--- config.mk ---
export PLATFORM = sky130hd
export DESIGN_NAME = mcb_bus_seq
export DESIGN_NICKNAME = d
export VERILOG_FILES = /design/src/rtl/mcb_pkg.sv /design/src/rtl/mcb_tick_ring.sv /design/src/rtl/mcb_mode_fsm.sv /design/src/rtl/mcb_fetch_capture.sv /design/src/rtl/mcb_strobe_gen.sv /design/src/rtl/mcb_bus_seq.sv
export SDC_FILE = /design/constraint.sdc
export NUM_CORES = 1
export LEC_CHECK = 0
export ABC_AREA = 1
export BUFFER_PORTS_ARGS = -buffer_cell sky130_fd_sc_hd__buf_4
export CORE_MARGIN = 1
export CORE_UTILIZATION = 35
export CTS_CLUSTER_DIAMETER = 40
export DETAILED_ROUTE_END_ITERATION = 6
export GPL_TIMING_DRIVEN = 0
export PLACE_DENSITY = 0.68
export SYNTH_ARGS = -nofsm -noshare
export SYNTH_HDL_FRONTEND = slang
export SYNTH_SLANG_ARGS = --single-unit
--- constraint.sdc ---
create_clock -name clk -period 2.3 [get_ports clk]
set_input_delay 0.575 -clock clk [delete_from_list [all_inputs] [get_ports clk]]
set_output_delay 0.575 -clock clk [all_outputs]
set_load 0.05 [all_outputs]
--- src/rtl/mcb_pkg.sv ---
package mcb_pkg;

    // Twelve oscillator ticks per machine cycle: state Sx, phase Py.
    typedef enum logic [3:0] {
        T_S1P1 = 4'd0,
        T_S1P2 = 4'd1,
        T_S2P1 = 4'd2,
        T_S2P2 = 4'd3,
        T_S3P1 = 4'd4,
        T_S3P2 = 4'd5,
        T_S4P1 = 4'd6,
        T_S4P2 = 4'd7,
        T_S5P1 = 4'd8,
        T_S5P2 = 4'd9,
        T_S6P1 = 4'd10,
        T_S6P2 = 4'd11
    } tick_e;

    // Kind of machine cycle being run.
    typedef enum logic [1:0] {
        M_FETCH = 2'd0,  // two program fetch slots
        M_SETUP = 2'd1,  // slot B carries the data address
        M_XFER  = 2'd2   // data strobe cycle, no program fetch
    } mode_e;

endpackage

--- src/rtl/mcb_tick_ring.sv ---
module mcb_tick_ring
    import mcb_pkg::*;
(
    input  logic       clk,
    input  logic       rst_n,
    output tick_e      tick,
    output logic [2:0] state_idx,
    output logic       phase2
);

    tick_e tick_n;

    // State register.
    always_ff @(posedge clk) begin
        if (!rst_n) begin
            tick <= T_S1P1;
        end else begin
            tick <= tick_n;
        end
    end

    // Next tick and decoded outputs.
    always_comb begin
        unique case (tick)
            T_S6P2:  tick_n = T_S1P1;                 // wrap
            default: tick_n = tick_e'(tick + 4'd1);   // advance
        endcase
        state_idx = tick[3:1];
        phase2    = tick[0];
    end

endmodule

--- src/rtl/mcb_mode_fsm.sv ---
module mcb_mode_fsm
    import mcb_pkg::*;
#(
    parameter int ADW = 16,
    parameter int DW  = 8,
    localparam int HW = ADW - DW
) (
    input  logic           clk,
    input  logic           rst_n,
    input  tick_e          tick,
    input  logic           dm_req,
    input  logic           dm_write,
    input  logic           dm_wide,
    input  logic [ADW-1:0] dm_addr,
    input  logic [DW-1:0]  dm_wdata,
    input  logic [HW-1:0]  hi_latch,
    output mode_e          mode,
    output logic           r_wr,
    output logic [DW-1:0]  r_alo,
    output logic [HW-1:0]  r_hi,
    output logic [DW-1:0]  r_wdata
);

    mode_e mode_n;
    logic  accept;

    assign accept = (mode == M_FETCH) && (tick == T_S4P1) && dm_req;

    // State register.
    always_ff @(posedge clk) begin
        if (!rst_n) begin
            mode <= M_FETCH;
        end else begin
            mode <= mode_n;
        end
    end

    // Transitions: request, arm, release.
    always_comb begin
        mode_n = mode;
        unique case (mode)
            M_FETCH: if (accept)           mode_n = M_SETUP;
            M_SETUP: if (tick == T_S6P2)   mode_n = M_XFER;
            M_XFER:  if (tick == T_S6P2)   mode_n = M_FETCH;
            default:                       mode_n = M_FETCH;
        endcase
    end

    // Request fields are held for the whole move.
    always_ff @(posedge clk) begin
        if (!rst_n) begin
            r_wr    <= 1'b0;
            r_alo   <= '0;
            r_hi    <= '0;
            r_wdata <= '0;
        end else if (accept) begin
            r_wr    <= dm_write;
            r_alo   <= dm_addr[DW-1:0];
            r_hi    <= dm_wide ? dm_addr[ADW-1:DW] : hi_latch;
            r_wdata <= dm_wdata;
        end
    end

endmodule

--- src/rtl/mcb_fetch_capture.sv ---
module mcb_fetch_capture
    import mcb_pkg::*;
#(
    parameter int          ADW       = 16,
    parameter int          DW        = 8,
    parameter int unsigned INT_LIMIT = 32'h1000
) (
    input  logic           clk,
    input  logic           rst_n,
    input  tick_e          tick,
    input  mode_e          mode,
    input  logic           strap_int,
    input  logic [ADW-1:0] pc_in,
    input  logic           keep_second,
    input  logic [DW-1:0]  rom_data,
    input  logic [DW-1:0]  lo_in,
    input  logic           r_wr,
    output logic [ADW-1:0] fa,
    output logic           fint,
    output logic           code_valid,
    output logic [DW-1:0]  code_byte,
    output logic           data_valid,
    output logic [DW-1:0]  data_byte
);

    localparam logic [ADW-1:0] LIMIT_V = ADW'(INT_LIMIT);

    logic take_addr;
    logic take_code;
    logic take_data;

    assign take_addr = (tick == T_S1P1) || (tick == T_S4P1);
    assign take_code = (mode == M_FETCH) &&
                       ((tick == T_S3P2) || ((tick == T_S6P2) && keep_second));
    assign take_data = (mode == M_XFER) && !r_wr && (tick == T_S3P2);

    // Fetch address and internal/external decision per slot.
    always_ff @(posedge clk) begin
        if (!rst_n) begin
            fa   <= '0;
            fint <= 1'b0;
        end else if (take_addr) begin
            fa   <= pc_in;
            fint <= strap_int && (pc_in < LIMIT_V);
        end
    end

    // Returned bytes.
    always_ff @(posedge clk) begin
        if (!rst_n) begin
            code_valid <= 1'b0;
            code_byte  <= '0;
            data_valid <= 1'b0;
            data_byte  <= '0;
        end else begin
            code_valid <= take_code;
            data_valid <= take_data;
            if (take_code) begin
                code_byte <= fint ? rom_data : lo_in;
            end
            if (take_data) begin
                data_byte <= lo_in;
            end
        end
    end

endmodule

--- src/rtl/mcb_strobe_gen.sv ---
module mcb_strobe_gen
    import mcb_pkg::*;
#(
    parameter int ADW = 16,
    parameter int DW  = 8,
    localparam int HW = ADW - DW
) (
    input  tick_e          tick,
    input  mode_e          mode,
    input  logic [ADW-1:0] fa,
    input  logic           fint,
    input  logic           r_wr,
    input  logic [DW-1:0]  r_alo,
    input  logic [HW-1:0]  r_hi,
    input  logic [DW-1:0]  r_wdata,
    output logic           ale,
    output logic           psen_n,
    output logic           rd_n,
    output logic           wr_n,
    output logic [DW-1:0]  lo_out,
    output logic           lo_oe,
    output logic [HW-1:0]  hi_out,
    output logic           hi_oe
);

    logic ale_a, ale_b, rd_a, rd_b, win_a, win_b, win_x;

    // Tick windows.
    always_comb begin
        ale_a = tick inside {T_S1P2, T_S2P1};
        ale_b = tick inside {T_S4P2, T_S5P1};
        rd_a  = tick inside {T_S3P1, T_S3P2};
        rd_b  = tick inside {T_S6P1, T_S6P2};
        win_a = tick inside {T_S1P2, T_S2P1, T_S2P2, T_S3P1, T_S3P2};
        win_b = tick inside {T_S4P2, T_S5P1, T_S5P2, T_S6P1, T_S6P2};
        win_x = win_a || (tick == T_S1P1);
    end

    // Output decode per cycle mode.
    always_comb begin
        ale    = ale_b;
        psen_n = 1'b1;
        rd_n   = 1'b1;
        wr_n   = 1'b1;
        lo_out = '0;
        lo_oe  = 1'b0;
        hi_out = '0;
        hi_oe  = 1'b0;
        unique case (mode)
            M_FETCH: begin
                ale = ale_a || ale_b;
                if (!fint) begin
                    psen_n = !(rd_a || rd_b);
                    if (ale_a || ale_b) begin
                        lo_oe  = 1'b1;
                        lo_out = fa[DW-1:0];
                    end
                    if (win_a || win_b) begin
                        hi_oe  = 1'b1;
                        hi_out = fa[ADW-1:DW];
                    end
                end
            end
            M_SETUP: begin
                ale = ale_a || ale_b;
                if (ale_b) begin
                    lo_oe  = 1'b1;
                    lo_out = r_alo;
                end
                if (win_b) begin
                    hi_oe  = 1'b1;
                    hi_out = r_hi;
                end
            end
            M_XFER: begin
                if (win_a) begin
                    rd_n = r_wr;
                    wr_n = !r_wr;
                    if (r_wr) begin
                        lo_oe  = 1'b1;
                        lo_out = r_wdata;
                    end
                end
                if (win_x) begin
                    hi_oe  = 1'b1;
                    hi_out = r_hi;
                end
            end
            default: begin
                ale = ale_b;
            end
        endcase
    end

endmodule

--- src/rtl/mcb_bus_seq.sv ---
module mcb_bus_seq
    import mcb_pkg::*;
#(
    parameter int          ADW       = 16,
    parameter int          DW        = 8,
    parameter int unsigned INT_LIMIT = 32'h1000,
    localparam int         HW        = ADW - DW
) (
    input  logic           clk,
    input  logic           rst_n,
    input  logic           strap_int,
    input  logic [ADW-1:0] pc_in,
    input  logic           keep_second,
    input  logic [DW-1:0]  rom_data,
    input  logic           dm_req,
    input  logic           dm_write,
    input  logic           dm_wide,
    input  logic [ADW-1:0] dm_addr,
    input  logic [DW-1:0]  dm_wdata,
    input  logic [HW-1:0]  hi_latch,
    input  logic [DW-1:0]  lo_in,
    output logic [2:0]     state_idx,
    output logic           phase2,
    output logic           ale,
    output logic           psen_n,
    output logic           rd_n,
    output logic           wr_n,
    output logic [DW-1:0]  lo_out,
    output logic           lo_oe,
    output logic [HW-1:0]  hi_out,
    output logic           hi_oe,
    output logic [ADW-1:0] rom_addr,
    output logic           code_valid,
    output logic [DW-1:0]  code_byte,
    output logic           data_valid,
    output logic [DW-1:0]  data_byte,
    output logic           dm_active
);

    tick_e          tick;
    mode_e          mode;
    logic [ADW-1:0] fa;
    logic           fint;
    logic           r_wr;
    logic [DW-1:0]  r_alo;
    logic [HW-1:0]  r_hi;
    logic [DW-1:0]  r_wdata;

    mcb_tick_ring u_ring (
        .clk       (clk),
        .rst_n     (rst_n),
        .tick      (tick),
        .state_idx (state_idx),
        .phase2    (phase2)
    );

    mcb_mode_fsm #(.ADW(ADW), .DW(DW)) u_mode (
        .clk      (clk),
        .rst_n    (rst_n),
        .tick     (tick),
        .dm_req   (dm_req),
        .dm_write (dm_write),
        .dm_wide  (dm_wide),
        .dm_addr  (dm_addr),
        .dm_wdata (dm_wdata),
        .hi_latch (hi_latch),
        .mode     (mode),
        .r_wr     (r_wr),
        .r_alo    (r_alo),
        .r_hi     (r_hi),
        .r_wdata  (r_wdata)
    );

    mcb_fetch_capture #(.ADW(ADW), .DW(DW), .INT_LIMIT(INT_LIMIT)) u_cap (
        .clk         (clk),
        .rst_n       (rst_n),
        .tick        (tick),
        .mode        (mode),
        .strap_int   (strap_int),
        .pc_in       (pc_in),
        .keep_second (keep_second),
        .rom_data    (rom_data),
        .lo_in       (lo_in),
        .r_wr        (r_wr),
        .fa          (fa),
        .fint        (fint),
        .code_valid  (code_valid),
        .code_byte   (code_byte),
        .data_valid  (data_valid),
        .data_byte   (data_byte)
    );

    mcb_strobe_gen #(.ADW(ADW), .DW(DW)) u_strb (
        .tick    (tick),
        .mode    (mode),
        .fa      (fa),
        .fint    (fint),
        .r_wr    (r_wr),
        .r_alo   (r_alo),
        .r_hi    (r_hi),
        .r_wdata (r_wdata),
        .ale     (ale),
        .psen_n  (psen_n),
        .rd_n    (rd_n),
        .wr_n    (wr_n),
        .lo_out  (lo_out),
        .lo_oe   (lo_oe),
        .hi_out  (hi_out),
        .hi_oe   (hi_oe)
    );

    assign rom_addr  = fa;
    assign dm_active = (mode != M_FETCH);

endmodule

==> impl_summary.md, run 1 <==
Timing
The worst clock skew is 15.7 ps. Setup repair after global routing could not meet its margin everywhere. Of the available clock period, the critical path in the final layout requires 109%. Setup violations remaining at the end of the flow were counted as 19.

Hold timing on the final database bottoms out at a slack of 452 ps. The timing-limited maximum frequency is 0.400 GHz. The smallest clock period supported by the final layout is computed as 2500 ps.

The number of hold violations in the final report came to 0. In this run the tightest slew margin relative to its limit is 60.6%. After layout, the worst setup slack is -198 ps.

The max-slew violation total from the final report was 0. The transition at the pin with the smallest max-transition slack is 591 ps. The final total negative setup slack is -2820 ps.

Pwr
The power share of the clock group is 31.3%. The part of the total power dissipated in combinational logic is between 30% and 40%. In this run the static leakage power is 2.37 nW. The worst-case IR drop observed on VDD is just over 0.0004 V. Sequential cells burn 38.5% of the power. Cell internal power was estimated by the tool at 2.13 mW. For this design the total switching power over the nets is 1.09 mW. In this run switching power makes up 33.9% of total power. Power comes to 3.22 mW. In this run the power density over the cells is 617 nW/um^2.

Drt
The detailed-route via count is 3591. The first detailed-routing pass ran for 5 iterations. After detailed routing, the total wire length is 10500 um. Once detail routing completed, the nets flagged for antenna violations numbered 0. In this run, the number of DRC markers left after iteration 0 of detailed routing was 154. The post-route DRC violation count is 0. In the routed layout, each cell is associated on average with a via count of 5.01.

The average routed wire per standard cell is about 15 um.

Placement
The count of buffers added on input and output ports is approximately 130. At the end of routability-driven placement, the weighted congestion stood at 0.838. The HPWL after detailed placement is 7290 um.

Clock tree
In this run the deepest clock path goes through 2 buffers. The hold-fix buffer count after cts is 0. TritonCTS built the clock tree. After clock tree synthesis, the clock-pin slew on the worst setup and hold paths is 80 ps. The root buffer cell is sky130_fd_sc_hd__clkbuf_8.

For the worst-skew pair, the clock arrives at the later sink with an insertion delay of between 300 and 400 ps. Counting every sink on the clock net gives between 60 and 70. The number of clock buffers added by TritonCTS is 9. The clock tree synthesis step divided the H-tree into 3 levels.

GRT
The met1 usage in global routing is between 20% and 30%. The met3 track demand over resource in global routing is 5.20%. The routing usage on met2 is between 30% and 40%. After global routing the overflow that remains totals 0. The first global-routing pass estimated between 15000 and 20000 um of wire. The most used routing layer in global routing is met2. The largest net degree at the start of global routing is 11. The initial antenna violation count is 0. Across every metal layer, demand over resource in global routing totals 22.6%.

The number of global-route vias before repair came to 3544.

Synthesis
After synthesis the cells add up to approximately 3100 sq um. Yosys attributes the largest share of cell area to sky130_fd_sc_hd__dfxtp_1, sky130_fd_sc_hd__nand2_1, sky130_fd_sc_hd__nor2_1. The number of nets handed over by synthesis was 525. For this run, the leading register cell type out of synthesis is sky130_fd_sc_hd__dfxtp_1. The cell taking the most area after synthesis is sky130_fd_sc_hd__dfxtp_1.

Counting flops and latches in the post-synthesis netlist gives 66. The number of enable-type register cells in the synthesized netlist is 0. In the synthesized netlist the async set-or-reset flop fraction comes to 0%. The number of unique standard cell types used by synthesis is 27. Summing the sequential cell areas from Yosys gives 42.2% of the chip area. The share of Yosys cell area claimed by the top area cell type is 42.2%. The cell count after synthesis came out at 449. Each instance of the synthesized netlist takes up on average 6.98 sq um. By count the netlist is led by sky130_fd_sc_hd__nand2_1, sky130_fd_sc_hd__nor2_1, sky130_fd_sc_hd__dfxtp_1. The count of warnings emitted by yosys is 0.

Final layout
The repair_antennas step left the layout with diodes totalling 0. The area growth from synthesis to layout is 66.8%. The fraction of layout instances using a drive strength above 1 is 45.8%. The flip-flop and latch area is 1330 sq um. The number of nets in the final layout is 680. Summing all multi-input logic gate instances after layout gives 2120 sq um. The filler cells instantiated in the layout total 790.

Critical path
The worst setup path is of the flop to output pin kind. STA classifies the critical path startpoint as a flop. The kind of capture point of the worst setup path is an output pin. Along the worst path, the maximum fanout reaches 5. The critical path data required time is 1730 ps.

For the worst setup path, the data arrival time is 1920 ps.

Floorplan
The floorplan step defined a die boundary enclosing 9330 sq um. The die width is ~97 um. The boundary pin count is 132. The starting density of the core is 36.1%.

The floorplan has 34 rows. From bottom edge to top edge, the die measures slightly below 100 um. The core region is 8680 sq um.

Worst hold path
The type of the most critical hold path is primary input to flop.

Run status
The checks that failed: setup timing. The flow ran to the end, but the final reports show violations.

Flow run
The max-capacitance violation count is 0.
[layout by cell type, fill, tap and decap left out, types with 10 or more instances in the layout]
master	count
sky130_fd_sc_hd__dfxtp_1	62
sky130_fd_sc_hd__inv_1	11
sky130_fd_sc_hd__buf_6	18
sky130_fd_sc_hd__nand3_1	26
sky130_fd_sc_hd__o21ai_0	42
sky130_fd_sc_hd__nand2_2	26
sky130_fd_sc_hd__buf_4	117
sky130_fd_sc_hd__nand2_1	65
sky130_fd_sc_hd__clkbuf_8	11
sky130_fd_sc_hd__nand3_2	21
sky130_fd_sc_hd__nor2_1	90
sky130_fd_sc_hd__clkbuf_1	12
sky130_fd_sc_hd__a21oi_1	17
sky130_fd_sc_hd__nand2_4	10
[per-stage QoR]
stage	instance area [sq um]	util [%]	worst slack, ps	instances
floorplan	3310	-	33.7	449
global placement	4420	50.9	-291	686
detailed placement	4420	50.9	-310	686
CTS	5090	58.6	-164	714
global route	5230	60.2	-266	717
finish	5230	60.2	-198	717
[sequential cells by signal (all words and copies together), names as in the netlist]
name              flops
u_mode.r_wdata        8
u_cap.fint            1
u_mode.r_hi           8
u_cap.data_valid      1
u_cap.code_valid      1
u_mode.mode           2
u_mode.r_wr           1
u_cap.fa             16
u_cap.data_byte       8
u_mode.r_alo          8
u_cap.code_byte       8
u_ring.tick           4
[worst max-delay path, stage by stage (launching register included)]
cell and delay [ps]:
sky130_fd_sc_hd__dfxtp_4 390, sky130_fd_sc_hd__buf_12 130, sky130_fd_sc_hd__ha_4 150, sky130_fd_sc_hd__inv_2 60, sky130_fd_sc_hd__nand2_4 60, sky130_fd_sc_hd__nand2_4 90
sky130_fd_sc_hd__nand2_2 70, sky130_fd_sc_hd__nor2_4 170, sky130_fd_sc_hd__nand2_2 120, sky130_fd_sc_hd__nand3_1 100, sky130_fd_sc_hd__nand3_2 70, sky130_fd_sc_hd__buf_6 160
[final cells by class]
cell class | instances | area share (%)
sequential | 66 | 25.5
multi-input combinational | 342 | 40.5
tap | 108 | 2.59
buffer | 18 | 1.94
inverter | 25 | 2.42
clock buffer | 14 | 3.11
timing repair buffer | 141 | 23.1
timing repair inverter | 1 | 0.168
clock inverter | 2 | 0.670
[per-layer routing]
metal,wire (um),share of wire (%),vias to the layer above
li1,-,-,1777
met1,4640,44,1653
met2,5000,47,139
met3,671,6.4,22
met4,231,2.2,0
met5,0,0,-
[power groups by stage]
| stage | combinational (mW) | clock, mW | sequential [mW] |
|---|---|---|---|
| finish | 0.972 | 1.01 | 1.24 |
| global route | 1.03 | 1.08 | 1.25 |
| CTS | 0.942 | 1.02 | 1.24 |
| detailed placement | 0.793 | 0 | 1.25 |
| global placement | 0.788 | 0 | 1.25 |
| floorplan | 0.367 | 0 | 1.39 |
[cell families after synthesis]
family	after synthesis	synth area share, %
AOI/OAI and AO/OA	68	11.5
adders and majority gates	5	2.00
buffers and inverters	43	6.39
DFF	66	42.2
muxes	8	2.88
and+or+nand+nor	259	35.1
[timing repair]
item,CTS,global route
endpoints found under the setup margin,22,22
pin swaps,9,7
gates resized for setup,104,30
setup buffers,11,3
endpoints found under the hold margin,0,0
gates cloned,2,1
[path summary, 6_finish.rpt]
kind         depth (start not counted)                            start  slack [ps]                               to
max                                 11        u_ring.tick[1]$_SDFF_PP0_        -200                        hi_out[3]
min                                  3                        pc_in[11]         450        u_cap.fa[11]$_SDFFE_PN0P_
max reg2reg                          7        u_ring.tick[1]$_SDFF_PP0_         660     u_mode.r_alo[7]$_SDFFE_PN0P_
min reg2reg                          2  u_cap.code_byte[5]$_SDFFE_PN0P_         460  u_cap.code_byte[5]$_SDFFE_PN0P_
Power figures use the tool's default switching activity.
==> run 2, diff against run 1 <==
CORE_MARGIN = unset   (was 1)
clock period = 3.2 ns   (was 2.3 ns; I/O delays follow)
==> run 2 against run 1 <==
Against the previous run:
- the flow now finishes without violations
- count of clock-buffer cells in the layout fell by 4
- sequential share of layout area rose by 3.9 points
- combinational power fell by 43%
- clock power fell by 13%
- hold slack improved by 17 ps
- clock skew fell by 7.0 ps
- non-clock buffer count fell by 11
- cell count fell by 2.0%
- sequential power fell by 29%
- critical endpoint is now hi_out[0]
- largest power group unchanged
==> impl_summary.md, run 2 (synthesis gave the netlist of run 1 again) <==
Timing
The timing-limited maximum frequency is 0.338 GHz. The worst clock skew was 8.76 ps (-6.95 ps). The share of the clock period used by the worst path is between 90 and 100%. The final critical delay including setup and external delays is 2960 ps. The worst relative slew slack is 58.1% (-2.5 points). The transition at the pin with the smallest max-transition slack was 628 ps (+37.1 ps). The final setup violation count is 0 (-19). The worst hold-check slack is 469 ps (+16.6 ps). Setup repair after global routing left no endpoint under its margin.

The number of hold violations in the final report is 0 (unchanged). The final total negative setup slack is 0 ps (+2820 ps). The max-slew violation total from the final report is 0 (unchanged).

Flow run
The max-capacitance violation count came to 0 (unchanged).

Final layout
The area growth from synthesis to layout is 43.7%. The library cell used most frequently in the layout, excluding fill and tap cells, is sky130_fd_sc_hd__buf_4. The library cells used most frequently in the layout, excluding fill and tap cells, are sky130_fd_sc_hd__buf_4, sky130_fd_sc_hd__nand2_1, sky130_fd_sc_hd__nor2_1.

The number of nets in the final layout is 666 (-2.1%). The register with the most flip-flops in the final layout is u_cap.fa. The flip-flop count of the largest register, all copies and words added is 16 (unchanged). The fraction of layout instances using a drive strength above 1 was 30.4% (-15 points). The total inserted antenna cells is 0 (unchanged).

GRT
The initial antenna violation count is 0 (unchanged). The met3 track demand over resource in global routing came to 3.97% (-1.2 points). The number of global-route vias before repair is 3242 (-8.5%). The met1 usage in global routing is 26.9% (-1.7 points). The most used routing layer in global routing is met2. The largest net degree at the start of global routing was 13 (+2). The routing usage on met2 was 32.7% (-4.2 points). The global-route wire length before repair came to 15400 um (-9.3%).

The global route total overflow is 0 (unchanged). The overall track demand over capacity in global routing is 20.6% (-1.9 points).

Critical path
The critical path data required time is 2400 ps (+670 ps). For this design, the slowest cell found on the critical path is sky130_fd_sc_hd__dfxtp_2. The total buffers and inverters traversed by the critical path came to 3 (unchanged).

The worst setup path is launched from a flop. Grouping stages by cell kind, the critical path spends the most delay in simple AND/OR/NAND/NOR gates. The internal reg-to-reg setup slack was 1560 ps (+900 ps). The top fanout value on the critical path is 9 (+4). Traced cell by cell, the critical path runs through inv_1, ha_1, inv_1, nand2_1, nand2_1, nand2_1, nor2_1, nand2_1, nand3_1, nand3_1, buf_4. In this run the critical register-to-register path is launched from u_ring.tick[0]$_SDFF_PP0_. The data arrival time of the critical path is 2160 ps (+240 ps). The worst setup path category is flop to output pin.

The stage delay of the slowest cell on the critical path was 380 ps (about the same). In this design, the critical path's most frequently occurring cell is sky130_fd_sc_hd__nand2_1. The start point of the critical path is u_ring.tick[0]$_SDFF_PP0_.

The kind of capture point of the worst setup path is an output pin.

Drt
The wire length reported by the detailed router is 9610 um (-8.8%). The detailed-route via count is 3485 (-3.0%). The post-route DRC violation count is 0 (unchanged). The count of TritonRoute iterations in the first routing pass was 4 (-1). The number of vias per cell is 4.96 (-1.0%). The post-detailed-route count of antenna-violating nets was 0 (unchanged). The number of DRC markers in iteration 0 came to 149 (-3.2%). The average routed wire per standard cell is 13.7 um (-7.0%).

Clock tree
The H-tree depth reported by CTS came to 3 (unchanged). The hold-fix buffer count after cts is 0 (unchanged). The later-pin clock latency in the skew report is 350 ps (about the same). The number of sinks handled by clock tree synthesis is 66 (unchanged). TritonCTS built the clock tree. The total CTS buffers was 9 (unchanged). The clock transition at the registers of the reported paths was 70 ps (about the same). The clock tree buffer depth is 2 (unchanged). CTS placed an instance of sky130_fd_sc_hd__clkbuf_8 at the clock tree root.

Worst hold path
The type of the most critical hold path is flop to flop. The worst hold path begins at u_cap.code_byte[0]$_SDFFE_PN0P_.

Floorplan
The boundary pin count was 132 (unchanged). The die width was 96.6 um (unchanged). The die outline area is 9330 sq um (unchanged).

The core region area was 8680 sq um (unchanged). The vertical die dimension is 96.6 um (unchanged). The starting density of the core came to 36.1% (unchanged).

The number of rows created at floorplan is 34 (unchanged).

Placement
The final weighted congestion in routability-driven placement is 0.886 (+5.7%). The number of port buffers is 129 (unchanged). The final HPWL from detailed placement came to 7320 um (+0.36%).

Run status
The run finished with clean final reports.

Pwr
The worst vdd rail ir drop is 0.000227 V (-44%). The total power is 2.32 mW (-28%). The leakage power summed over all cells came to 2.06 nW (-13%).

The areal power density over the cells is 516 nW/um^2 (-16%).
[run 2: layer usage]
metal	wire length, um	part of all wire [%]
met2	4390	46
met4	299	3.1
met1	4380	46
met3	545	5.7
met5	0	0
[run 2: tightest hold or removal path, delay by kind of cell (launching register included)]
kind / cells / cell delay, ps
flops: 1 / 310
simple gates: 1 / 60
compound gates: 1 / 50
[run 2: repair_timing]
action / 4_1_cts / 5_1_grt
setup endpoints to repair: 0 / 15
gates resized for setup: 0 / 1
setup buffers: 0 / 1
[run 2: through the flow]
stage               std cells  cell area [sq um]  util (%)  setup WS, ps
global route              703               4500      51.9          74.5
global placement          686               4240      48.9           495
floorplan                 449               3140         -           172
CTS                       702               4490      51.8          97.8
detailed placement        686               4240      48.9           495
finish                    703               4500      51.9           243
[run 2: path summary, 6_finish.rpt]
path              cells past startpoint                         endpoint
setup / recovery                     11                        hi_out[0]
hold / removal                        2  u_cap.code_byte[0]$_SDFFE_PN0P_
hold reg to reg                       2  u_cap.code_byte[0]$_SDFFE_PN0P_
setup reg to reg                      6     u_mode.r_alo[5]$_SDFFE_PN0P_
[run 2: cell type report]
cell class,instances,area (sq um)
repair buffers,130,976
plain buffers,18,100
multi-input cells,340,1620
well taps,108,135
inverters,25,100
fillers,885,4180
flip-flops and latches,66,1320
clock inverters,6,113
clock buffers,10,138
[run 2: report_power, final]
group	switching, mW	internal [mW]	leakage (nW)
sequential	0.0306	0.854	0.537
combinational	0.368	0.190	1.40
clock	0.338	0.542	0.127
